File: config.mk
export PLATFORM = sky130hd
export DESIGN_NAME = tagged_fifo_slice
export DESIGN_NICKNAME = d
export VERILOG_FILES = /design/src/rtl/tfifo_pkg.sv /design/src/rtl/tfifo_store.sv /design/src/rtl/tfifo_irq.sv /design/src/rtl/tagged_fifo_slice.sv
export SDC_FILE = /design/constraint.sdc
export NUM_CORES = 1
export LEC_CHECK = 0
export BUFFER_PORTS_ARGS = -buffer_cell sky130_fd_sc_hd__buf_2
export CELL_PAD_IN_SITES_DETAIL_PLACEMENT = 0
export CELL_PAD_IN_SITES_GLOBAL_PLACEMENT = 1
export CORE_AREA = 2 2 244 246
export DETAILED_ROUTE_END_ITERATION = 12
export DIE_AREA = 0 0 246 248
export PLACE_DENSITY = 0.76
export SKIP_LAST_GASP = 1
export SYNTH_ARGS = -nofsm -noshare
export SYNTH_HDL_FRONTEND = slang
export SYNTH_SLANG_ARGS = --single-unit
File: constraint.sdc
create_clock -name clk -period 8.95 [get_ports clk]
set_input_delay 2.2375 -clock clk [delete_from_list [all_inputs] [get_ports clk]]
set_output_delay 2.2375 -clock clk [all_outputs]
set_load 0.05 [all_outputs]
File: src/rtl/tfifo_pkg.sv
package tfifo_pkg;

    localparam int NST     = 4;
    localparam int ST_EMPTY = 0;
    localparam int ST_ALARM = 1;
    localparam int ST_OVF   = 2;
    localparam int ST_UNF   = 3;

    localparam int CMD_EN  = 0;
    localparam int CMD_DMA = 1;
    localparam int CMD_EOF = 2;
    localparam int CMD_RST = 3;

    typedef struct packed {
        logic       eof;
        logic [7:0] data;
    } slot_t;

    function automatic logic [12:0] size_to_bytes(input logic [10:0] sz);
        return {sz, 2'b00};
    endfunction

endpackage

File: src/rtl/tfifo_store.sv
module tfifo_store
    import tfifo_pkg::*;
#(
    parameter int DEPTH = 64,
    parameter int CW    = $clog2(DEPTH + 1)
) (
    input  logic          clk,
    input  logic          rst,
    input  logic          en_i,
    input  logic          clr_i,
    input  logic [CW-1:0] cap_i,
    input  logic          push_i,
    input  slot_t         wslot_i,
    input  logic          pop_i,
    output slot_t         rslot_o,
    output logic [CW-1:0] count_o,
    output logic          acc_o,
    output logic          ovf_o,
    output logic          unf_o,
    output logic          drained_o
);

    localparam int AW = (DEPTH > 1) ? $clog2(DEPTH) : 1;

    logic [7:0]       data_mem [DEPTH];
    logic [DEPTH-1:0] tag_q;
    logic [AW-1:0]    wr_q, rd_q;
    logic [CW-1:0]    count_q, count_n;
    logic             full, empty, act, push_ok, pop_ok;

    assign act     = en_i && !clr_i;
    assign full    = count_q >= cap_i;
    assign empty   = count_q == '0;
    assign push_ok = act && push_i && !full;
    assign pop_ok  = act && pop_i && !empty;

    assign acc_o   = push_ok;
    assign ovf_o   = act && push_i && full;
    assign unf_o   = act && pop_i && empty;

    always_comb begin
        if (clr_i) count_n = '0;
        else       count_n = count_q + CW'(push_ok) - CW'(pop_ok);
    end

    assign drained_o = (count_q != '0) && (count_n == '0);
    assign count_o   = count_q;

    function automatic logic [AW-1:0] nxt(input logic [AW-1:0] p);
        return (p == AW'(DEPTH - 1)) ? '0 : p + 1'b1;
    endfunction

    always_ff @(posedge clk) begin
        if (push_ok) data_mem[wr_q] <= wslot_i.data;
    end

    always_ff @(posedge clk) begin
        if (rst) begin
            wr_q    <= '0;
            rd_q    <= '0;
            count_q <= '0;
            tag_q   <= '0;
            rslot_o <= '0;
        end else if (clr_i) begin
            wr_q    <= '0;
            rd_q    <= '0;
            count_q <= '0;
            tag_q   <= '0;
        end else begin
            count_q <= count_n;
            if (push_ok) begin
                tag_q[wr_q] <= wslot_i.eof;
                wr_q        <= nxt(wr_q);
            end
            if (pop_ok) rd_q <= nxt(rd_q);
            if (act && pop_i)
                rslot_o <= pop_ok ? slot_t'({tag_q[rd_q], data_mem[rd_q]}) : slot_t'('0);
        end
    end

    // a disabled slice keeps its occupancy and read data
    p_off_hold_r2: assert property (@(posedge clk) disable iff (rst)
        (!en_i && !clr_i) |=> ($stable(count_q) && $stable(rslot_o)));

    // a push at full leaves the occupancy untouched
    p_no_overflow_r3: assert property (@(posedge clk) disable iff (rst)
        (en_i && !clr_i && push_i && !pop_i && count_q >= cap_i) |=> $stable(count_q));

    // an empty read yields zero data and zero tag
    p_unf_zero_r4: assert property (@(posedge clk) disable iff (rst)
        (en_i && !clr_i && pop_i && count_q == '0) |=> (rslot_o == '0));

    // flush empties storage and tags
    p_flush_r8: assert property (@(posedge clk) disable iff (rst)
        clr_i |=> (count_q == '0 && tag_q == '0));

endmodule

File: src/rtl/tfifo_irq.sv
module tfifo_irq
    import tfifo_pkg::*;
(
    input  logic           clk,
    input  logic           rst,
    input  logic [NST-1:0] set_i,
    input  logic           clr_we_i,
    input  logic [NST-1:0] clr_mask_i,
    input  logic           imr_we_i,
    input  logic [NST-1:0] imr_i,
    output logic [NST-1:0] isr_o,
    output logic [NST-1:0] imr_o,
    output logic           irq_o
);

    logic [NST-1:0] isr_q, imr_q, wipe;

    assign wipe = clr_we_i ? clr_mask_i : '0;

    always_ff @(posedge clk) begin
        if (rst) begin
            isr_q <= '0;
            imr_q <= '0;
        end else begin
            isr_q <= (isr_q & ~wipe) | set_i;
            if (imr_we_i) imr_q <= imr_i;
        end
    end

    assign isr_o = isr_q;
    assign imr_o = imr_q;
    assign irq_o = |(isr_q & imr_q);

    // a drain event always lands in the status register
    p_empty_set_r9: assert property (@(posedge clk) disable iff (rst)
        set_i[ST_EMPTY] |=> isr_q[ST_EMPTY]);

    // write-one-to-clear without a competing set clears the bit
    p_empty_w1c_r9: assert property (@(posedge clk) disable iff (rst)
        (clr_we_i && clr_mask_i[ST_EMPTY] && !set_i[ST_EMPTY]) |=> !isr_q[ST_EMPTY]);

endmodule

File: src/rtl/tagged_fifo_slice.sv
module tagged_fifo_slice
    import tfifo_pkg::*;
#(
    parameter int DEPTH = 64,
    parameter bit IS_RX = 1'b1,
    localparam int CNT_W = $clog2(DEPTH + 1)
) (
    input  logic             clk,
    input  logic             rst,
    input  logic             push_i,
    input  logic [7:0]       push_data_i,
    input  logic             pop_i,
    output logic [7:0]       pop_data_o,
    output logic             pop_eof_o,
    input  logic             cmd_we_i,
    input  logic [3:0]       cmd_wdata_i,
    input  logic             size_we_i,
    input  logic [10:0]      size_wdata_i,
    input  logic             thr_we_i,
    input  logic [11:0]      thr_wdata_i,
    input  logic             isr_clr_we_i,
    input  logic [3:0]       isr_clr_i,
    input  logic             imr_we_i,
    input  logic [3:0]       imr_wdata_i,
    output logic [CNT_W-1:0] count_o,
    output logic [CNT_W-1:0] capacity_o,
    output logic [3:0]       isr_o,
    output logic [3:0]       imr_o,
    output logic             slice_en_o,
    output logic             dma_en_o,
    output logic             eof_pending_o,
    output logic             alarm_o,
    output logic             irq_o
);

    localparam logic [12:0] DEPTH13 = 13'(DEPTH);
    localparam logic [11:0] THR_RST = IS_RX ? 12'hFFF : 12'h000;

    logic        en_q, dma_q, eof_q;
    logic [10:0] size_q;
    logic [11:0] thr_q;
    logic [12:0] bytes;
    logic        clr, acc, ovf, unf, drained;
    slot_t       wslot, rslot;
    logic [NST-1:0] set_vec;

    assign clr   = cmd_we_i && cmd_wdata_i[CMD_RST];
    assign bytes = size_to_bytes(size_q);
    assign capacity_o = (bytes > DEPTH13) ? CNT_W'(DEPTH) : CNT_W'(bytes);

    always_ff @(posedge clk) begin
        if (rst) begin
            en_q   <= 1'b0;
            dma_q  <= 1'b0;
            eof_q  <= 1'b0;
            size_q <= 11'(DEPTH / 4);
            thr_q  <= THR_RST;
        end else begin
            if (cmd_we_i) begin
                en_q  <= cmd_wdata_i[CMD_EN];
                dma_q <= cmd_wdata_i[CMD_DMA];
            end
            if (clr)                                eof_q <= 1'b0;
            else if (cmd_we_i && cmd_wdata_i[CMD_EOF]) eof_q <= 1'b1;
            else if (acc)                           eof_q <= 1'b0;
            if (size_we_i) size_q <= size_wdata_i;
            if (thr_we_i)  thr_q  <= thr_wdata_i;
        end
    end

    assign wslot = '{eof: eof_q, data: push_data_i};

    tfifo_store #(.DEPTH(DEPTH), .CW(CNT_W)) u_store (
        .clk       (clk),
        .rst       (rst),
        .en_i      (en_q),
        .clr_i     (clr),
        .cap_i     (capacity_o),
        .push_i    (push_i),
        .wslot_i   (wslot),
        .pop_i     (pop_i),
        .rslot_o   (rslot),
        .count_o   (count_o),
        .acc_o     (acc),
        .ovf_o     (ovf),
        .unf_o     (unf),
        .drained_o (drained)
    );

    generate
        if (IS_RX) begin : g_rx_alarm
            assign alarm_o = 12'(count_o) > thr_q;
        end else begin : g_tx_alarm
            assign alarm_o = 12'(count_o) < thr_q;
        end
    endgenerate

    always_comb begin
        set_vec           = '0;
        set_vec[ST_EMPTY] = drained;
        set_vec[ST_ALARM] = alarm_o;
        set_vec[ST_OVF]   = ovf;
        set_vec[ST_UNF]   = unf;
    end

    tfifo_irq u_irq (
        .clk        (clk),
        .rst        (rst),
        .set_i      (set_vec),
        .clr_we_i   (isr_clr_we_i),
        .clr_mask_i (isr_clr_i),
        .imr_we_i   (imr_we_i),
        .imr_i      (imr_wdata_i),
        .isr_o      (isr_o),
        .imr_o      (imr_o),
        .irq_o      (irq_o)
    );

    assign pop_data_o    = rslot.data;
    assign pop_eof_o     = rslot.eof;
    assign slice_en_o    = en_q;
    assign dma_en_o      = dma_q;
    assign eof_pending_o = eof_q;

    // arming the end-of-frame bit leaves it pending next cycle
    p_eof_arm_r7: assert property (@(posedge clk) disable iff (rst)
        (cmd_we_i && cmd_wdata_i[CMD_EOF] && !cmd_wdata_i[CMD_RST]) |=> eof_pending_o);

    // a command write lands in the enable bits
    p_cmd_en_r12: assert property (@(posedge clk) disable iff (rst)
        cmd_we_i |=> (slice_en_o == $past(cmd_wdata_i[CMD_EN])
                      && dma_en_o == $past(cmd_wdata_i[CMD_DMA])));

endmodule

==> run_results.csv, run 1 <==
group,metric,value,unit
outcome,status,"finished, final reports clean",
floorplanning,row_count,89,
clock_tree,cts-resized-gates,0,
global_route,grt_start_max_net_pins,69,
routing,avgRoutedWirePerCell,24.52,um
placement,dp.cells,2337,
routing,vias,14222,
placement,dp_hpwl,37030,um
global_route,grt_pass1_vias,14218,
setup_path,crit_required,6.71,ns
yosys,synth_area_leaders,"edfxtp_1 59%, mux4_2 13%, dfxtp_1 10%",
placement,dp_slack,3.829,ns
yosys,yosysMostFrequentCell,"edfxtp_1",
yosys,synth-xor-area-share,0.3710,%
yosys,muxShareOfSynthArea,17.50,%
setup_path,rr_startpoint,"size_q[6]$_SDFFE_PP0P_",
min_path,min_from,"u_store.tag_q[19]$_SDFFE_PP0P_",
yosys,synthCells,1506,
routing,vias_per_cell,5.781,
final_layout,drive_gt1_share,25.73,%
routing,ant_nets,0,
final_layout,num-nets-final,1710,
final_layout,syn_to_final_growth,14.61,%
sta,tightest_slew,1.333,ns
min_path,hold_path.class,"reg2reg",
sta,min_period,4.853,ns
yosys,synth-main-ff-cell,"edfxtp_1",
yosys,synth_edf_count,512,
setup_path,critPathKind,"reg2out",
final_layout,seqCellArea,18030,um^2
floorplanning,ios,88,
yosys,synth.avg_cell_area,17.24,um^2
setup_path,reg2reg_depth,10,
job,cap_violations,0,
routing,drc,0,
placement,portBuffers,85,
yosys,synth_top_family_by_area,"multiplexers",
clock_tree,hold_buffers,0,
pwr,power,6.576,mW
yosys,synth_seq_area_share,69.38,%
final_layout,utilization,50.91,%
clock_tree,cts_tree,"yes",
global_route,antenna_found_initial,1,
clock_tree,cts.reportedPaths.clkPinSlew,0.06,ns
sta,max_freq,206.1,MHz
floorplanning,start_util,44.42,%
setup_path,worstSetupEndpointType,"output port",
clock_tree,worstSkewPairLatency,0.60,ns
sta,setup_violations,0,
pwr,leakagePower,9.586,nW
clock_tree,cts_setup_buffers,0,
sta,whs,0.4568,ns
global_route,overflow,0,
setup_path,crit_arrival,2.62,ns
yosys,synthDominantCellAreaShare,59.21,%
clock_tree,cts_root_buffer,"clkbuf_16",
yosys,synth-async-reset-ratio,0,%
floorplanning,dieWidth,246,um
sta,slew_violations,0,
routing,drt-initial-drc-count,1315,
setup_path,regToRegSetupSlack,4.34,ns
final_layout,multi_input_area,7381,um^2
yosys,synthTopCellsByCount,"512 x edfxtp_1, 154 x mux4_2, 132 x dfxtp_1",
setup_path,start_kind,"flip-flop",
yosys,yosysTopAreaCell,"edfxtp_1",
sta,period_share,54.22,%
sta,slew_headroom,10.42,%
placement,dpl-instance-area,27410,um^2
final_layout,layoutNonFillerInstCount,2460,
yosys,yosys.area_share.simple,5.835,%
final_layout,fin_area,29760,um^2
pwr,powerDensity,221.0,nW/um^2
final_layout,antenna_cells,0,
setup_path,r2r_end,"u_store.data_mem[38][5]$_DFFE_PP_",
sta,clock_skew,0.02826,ns
sta,tns,0,ns
min_path,min_to,"u_store.tag_q[19]$_SDFFE_PP0P_",
final_layout,fillers,4720,
clock_tree,cts_sinks,644,
yosys,synthAdderAreaFrac,1.185,%
min_path,hold_depth,2,
floorplanning,die_h,248,um
yosys,ys_ff_latch,644,
setup_path,path_max_fanout,6,
yosys,synth_cell_type_count,58,
yosys,synth_compound_gate_area_share,3.411,%
placement,place.gp.congestion,0.8212,
routing,totalWireLength,60310,um
clock_tree,max-clock-path-buffers,3,
floorplanning,core,58460,um^2
sta,hold_viol_final,0,
pwr,ir_drop,0.1849,mV
yosys,ys_warn_count,0,
floorplanning,dieArea,61010,um^2
sta,fin_ws,4.097,ns
yosys,syn_area,25970,um^2
global_route,grt_pass1_wl,91350,um
global_route,grt_usage,20.24,%
clock_tree,cts_buffers,67,
routing,dr.pass1.iters,7,
clock_tree,htreeDepth,3,
sta,rsz0062_at_grt,"no",
[how the worst max path moves through the flow]
stage,from,end,slack (ns),cells after the start
after floorplan,cmd_we_i,u_irq.isr_o[0]$_SDFF_PP0_,4.14,15
after global placement,cmd_we_i,u_irq.isr_o[0]$_SDFF_PP0_,3.90,15
after detailed placement,cmd_we_i,u_irq.isr_o[0]$_SDFF_PP0_,3.83,15
after CTS,size_q[6]$_SDFFE_PP0P_,capacity_o[3],3.99,5
after global routing,size_q[6]$_SDFFE_PP0P_,capacity_o[4],3.67,5
final,size_q[6]$_SDFFE_PP0P_,capacity_o[2],4.10,4
[state kept, by name (all words and copies together) (netlist names), named ones only]
| register | count |
|---|---|
| dma_en_o | 1 |
| eof_pending_o | 1 |
| size_q | 11 |
| slice_en_o | 1 |
| thr_q | 12 |
| u_irq.imr_o | 4 |
| u_irq.isr_o | 4 |
| u_store.count_o | 7 |
| u_store.data_mem | 512 |
| u_store.rd_q | 6 |
| u_store.rslot_o | 9 |
| u_store.tag_q | 64 |
| u_store.wr_q | 6 |
[cell type report]
class | instances | share of cell area (%)
inverters | 30 | 0.3784
clock inverters | 36 | 1.539
multi-input cells | 737 | 24.80
well taps | 773 | 3.250
repair buffers | 154 | 3.170
clock buffers | 86 | 6.294
flip-flops and latches | 644 | 60.57
[layer usage]
layer	GRT usage [%]	up-vias	share of wire (%)	wire (um)
met1	29.58	7336	44	26690
li1	-	6234	-	-
met2	31.05	563	46	27840
met5	0	-	0	0
met4	5.989	0	2.1	1278
met3	3.774	89	7.4	4491
[where the power goes]
| part | total (mW) | switching (mW) | leakage (nW) | internal (mW) |
|---|---|---|---|---|
| clock | 2.94 | 1.14 | 1.14 | 1.80 |
| sequential | 3.27 | 0.0273 | 5.67 | 3.25 |
| combinational | 0.366 | 0.239 | 2.77 | 0.127 |
[cells in the final DEF (no fill, tap or decap), types with 8 or more instances in the layout]
cell | netlist | final
a211oi_1 | 10 | 10
a21oi_1 | 29 | 28
a221oi_1 | 8 | 8
a22oi_1 | 19 | 19
and2_1 | 9 | 9
buf_2 | 25 | 85
buf_4 | 10 | 69
bufinv_16 | 0 | 11
clkbuf_1 | 47 | 11
clkbuf_16 | 0 | 71
clkinv_2 | 0 | 14
dfxtp_1 | 132 | 129
edfxtp_1 | 512 | 512
ha_1 | 23 | 23
inv_1 | 30 | 30
mux2i_1 | 97 | 97
mux4_2 | 154 | 154
nand2_1 | 117 | 116
nand3_1 | 14 | 14
nand4_1 | 15 | 15
nor2_1 | 41 | 41
nor2_2 | 8 | 8
nor2b_1 | 17 | 17
nor3_1 | 69 | 67
o211ai_1 | 9 | 9
o21ai_0 | 8 | 8
o31ai_1 | 11 | 11
[cell families (layout without fill, tap and decap cells)]
family / after synthesis / after routing
AO/OA/AOI/OAI: 127 / 127
XOR/XNOR: 11 / 11
adder cells (fa/ha/maj): 24 / 24
buffers and inverters: 126 / 306
flip-flops: 644 / 644
multiplexers: 255 / 255
other: 1 / 2
AND/OR/NAND/NOR: 318 / 318
[worst max-delay path: stages, from the launching register on]
cell     delay, ns
dfxtp_1       0.31
or4_1         0.52
nor4_1        0.66
and2_1        0.26
buf_2         0.28
(Power assumes the default switching activity.)
==> inputs of run 2 (changes only) <==
PLACE_DENSITY = 0.79   (was 0.76)
clock period = 4.32 ns   (was 8.95 ns; I/O delays follow)
==> run 2 against run 1 <==
Effect of this change:
- hold slack better by 0.00099 ns
- non-clock buffer count is 19 higher
- critical path depth is 15 higher
- clock power is 88% higher
- clock skew hardly changed
==> run_results.csv, run 2 (synthesis gave the netlist of run 1 again) <==
group,metric,value,unit
setup_path,reg2reg_depth,19,
final_layout,multi_input_area,7392,um^2
final_layout,antenna_cells,0,
setup_path,worstSetupEndpointType,"flip-flop",
setup_path,critPathCapture,"u_irq.isr_o[0]$_SDFF_PP0_",
routing,ant_nets,0,
clock_tree,cts.reportedPaths.clkPinSlew,0.06,ns
floorplanning,core,58460,um^2
sta,hold_viol_final,0,
setup_path,path_max_fanout,6,
routing,drc,0,
final_layout,largest_register_ffs,512,
floorplanning,ios,88,
clock_tree,max-clock-path-buffers,3,
setup_path,slowest_delay,0.52,ns
routing,avgRoutedWirePerCell,24.17,um
sta,tns,0,ns
setup_path,critPathBufInv,4,
setup_path,start_kind,"flip-flop",
sta,period_share,92.57,%
global_route,grt_start_max_net_pins,81,
sta,max_freq,250.1,MHz
sta,min_period,3.999,ns
final_layout,syn_to_final_growth,14.49,%
sta,slew_headroom,15.24,%
setup_path,critPathKind,"reg2reg",
global_route,antenna_found_initial,0,
setup_path,worstPathCellList,"or4_1 > nor4_1 > buf_4 > and2_2 > ha_1 > or3b_2 > a21boi_2 > o2111ai_2 > nand3_1 > inv_1 > ha_1 > inv_1 > fa_1 > inv_1 > a21oi_1 > nor2_2 > o2111ai_1 > o211ai_1 > o41ai_2",
routing,vias,14267,
clock_tree,htreeDepth,3,
routing,vias_per_cell,5.764,
pwr,power,13.11,mW
sta,fin_ws,0.3212,ns
floorplanning,row_count,89,
final_layout,regMostFlops,"u_store.data_mem",
final_layout,layout_common_cells,"512 x edfxtp_1, 154 x mux4_2, 129 x dfxtp_1, 116 x nand2_1, 97 x mux2i_1",
min_path,min_from,"u_store.tag_q[48]$_SDFFE_PP0P_",
setup_path,path_common_cell,"inv_1",
global_route,overflow,0,
routing,dr.pass1.iters,5,
setup_path,rr_startpoint,"size_q[6]$_SDFFE_PP0P_",
outcome,status,"finished, final reports clean",
final_layout,final_common_cell,"edfxtp_1",
final_layout,fillers,4721,
setup_path,r2r_end,"u_irq.isr_o[0]$_SDFF_PP0_",
setup_path,crit_required,4.81,ns
clock_tree,cts_root_buffer,"clkbuf_16",
clock_tree,cts_tree,"yes",
clock_tree,worstSkewPairLatency,0.61,ns
clock_tree,cts_buffers,66,
setup_path,cpMaxStageDelayCell,"or4_1",
final_layout,num-nets-final,1728,
clock_tree,cts_setup_buffers,0,
clock_tree,cts_sinks,644,
routing,drt-initial-drc-count,1211,
final_layout,utilization,50.85,%
floorplanning,dieArea,61010,um^2
routing,totalWireLength,59820,um
sta,clock_skew,0.02859,ns
setup_path,critical_path.top_delay_family,"simple AND/OR/NAND/NOR gates",
pwr,powerDensity,440.9,nW/um^2
final_layout,seqCellArea,18030,um^2
sta,tightest_slew,1.271,ns
setup_path,regToRegSetupSlack,0.32,ns
setup_path,crit_arrival,4.49,ns
floorplanning,start_util,44.42,%
final_layout,largestRegisters,"u_store.data_mem (512), u_store.tag_q (64), thr_q (12)",
setup_path,path_depth,19,
clock_tree,cts-resized-gates,0,
floorplanning,die_h,248,um
sta,setup_violations,0,
clock_tree,hold_buffers,0,
placement,portBuffers,85,
placement,place.gp.congestion,0.8195,
sta,slew_violations,0,
global_route,grt_pass1_vias,14364,
placement,dp_hpwl,37470,um
floorplanning,dieWidth,246,um
final_layout,drive_gt1_share,26.38,%
pwr,ir_drop,0.2958,mV
global_route,grt_usage,20.02,%
job,cap_violations,0,
global_route,grt_pass1_wl,90620,um
placement,dp_slack,0.2428,ns
setup_path,cp-startpoint,"size_q[6]$_SDFFE_PP0P_",
pwr,leakagePower,9.590,nW
min_path,hold_path.class,"reg2reg",
[run 2: changes by cell type in the layout (fill, tap and decap cells not counted), sizes merged]
cell and delta:
clkbuf +1, clkinv -3, bufinv -7, clkinvlp +1, inv +4, buf +19
[run 2: where the power goes]
group	switching (mW)	total [mW]	internal, mW
registers	0.0633	6.79	6.72
clock network	2.35	5.54	3.19
logic	0.507	0.783	0.277
[run 2: stage by stage]
step	instances	area, um^2	hold WS (ns)
5_1_grt	2475	29730	0.4733
6_report	2475	29730	0.4578
2_1_floorplan	1507	25970	0.4315
4_1_cts	2475	29710	0.4578
3_5_place_dp	2357	27610	0.4445
3_3_place_gp	2357	27610	0.4386
[run 2: worst min path at each step]
stage	to	slack [ns]	depth (start not counted)
detailed placement	u_store.tag_q[26]$_SDFFE_PP0P_	0.44	2
floorplan	u_store.tag_q[10]$_SDFFE_PP0P_	0.43	2
global placement	u_store.tag_q[31]$_SDFFE_PP0P_	0.44	2
finish	u_store.tag_q[48]$_SDFFE_PP0P_	0.46	2
global route	u_store.tag_q[18]$_SDFFE_PP0P_	0.47	2
CTS	u_store.tag_q[0]$_SDFFE_PP0P_	0.46	2
[run 2: area by class of cell]
class | instances | area share [%]
Clock inverter | 31 | 1.023
Clock buffer | 87 | 6.027
Inverter | 30 | 0.3788
Timing Repair Buffer | 173 | 3.821
Tap cell | 773 | 3.253
Sequential cell | 644 | 60.63
Multi-Input combinational cell | 737 | 24.86
[run 2: metal layers]
metal	GRT usage [%]	up-vias	routed length, um
met5	0	-	0
met4	6.203	0	1545
met3	3.828	110	4389
met2	31.56	548	28070
met1	28.32	7342	25810
li1	-	6267	-
[run 2: worst min-delay path: stages (launching register included)]
cell and delay, ns:
dfxtp_1 0.31, nand2_1 0.05, mux2i_1 0.05
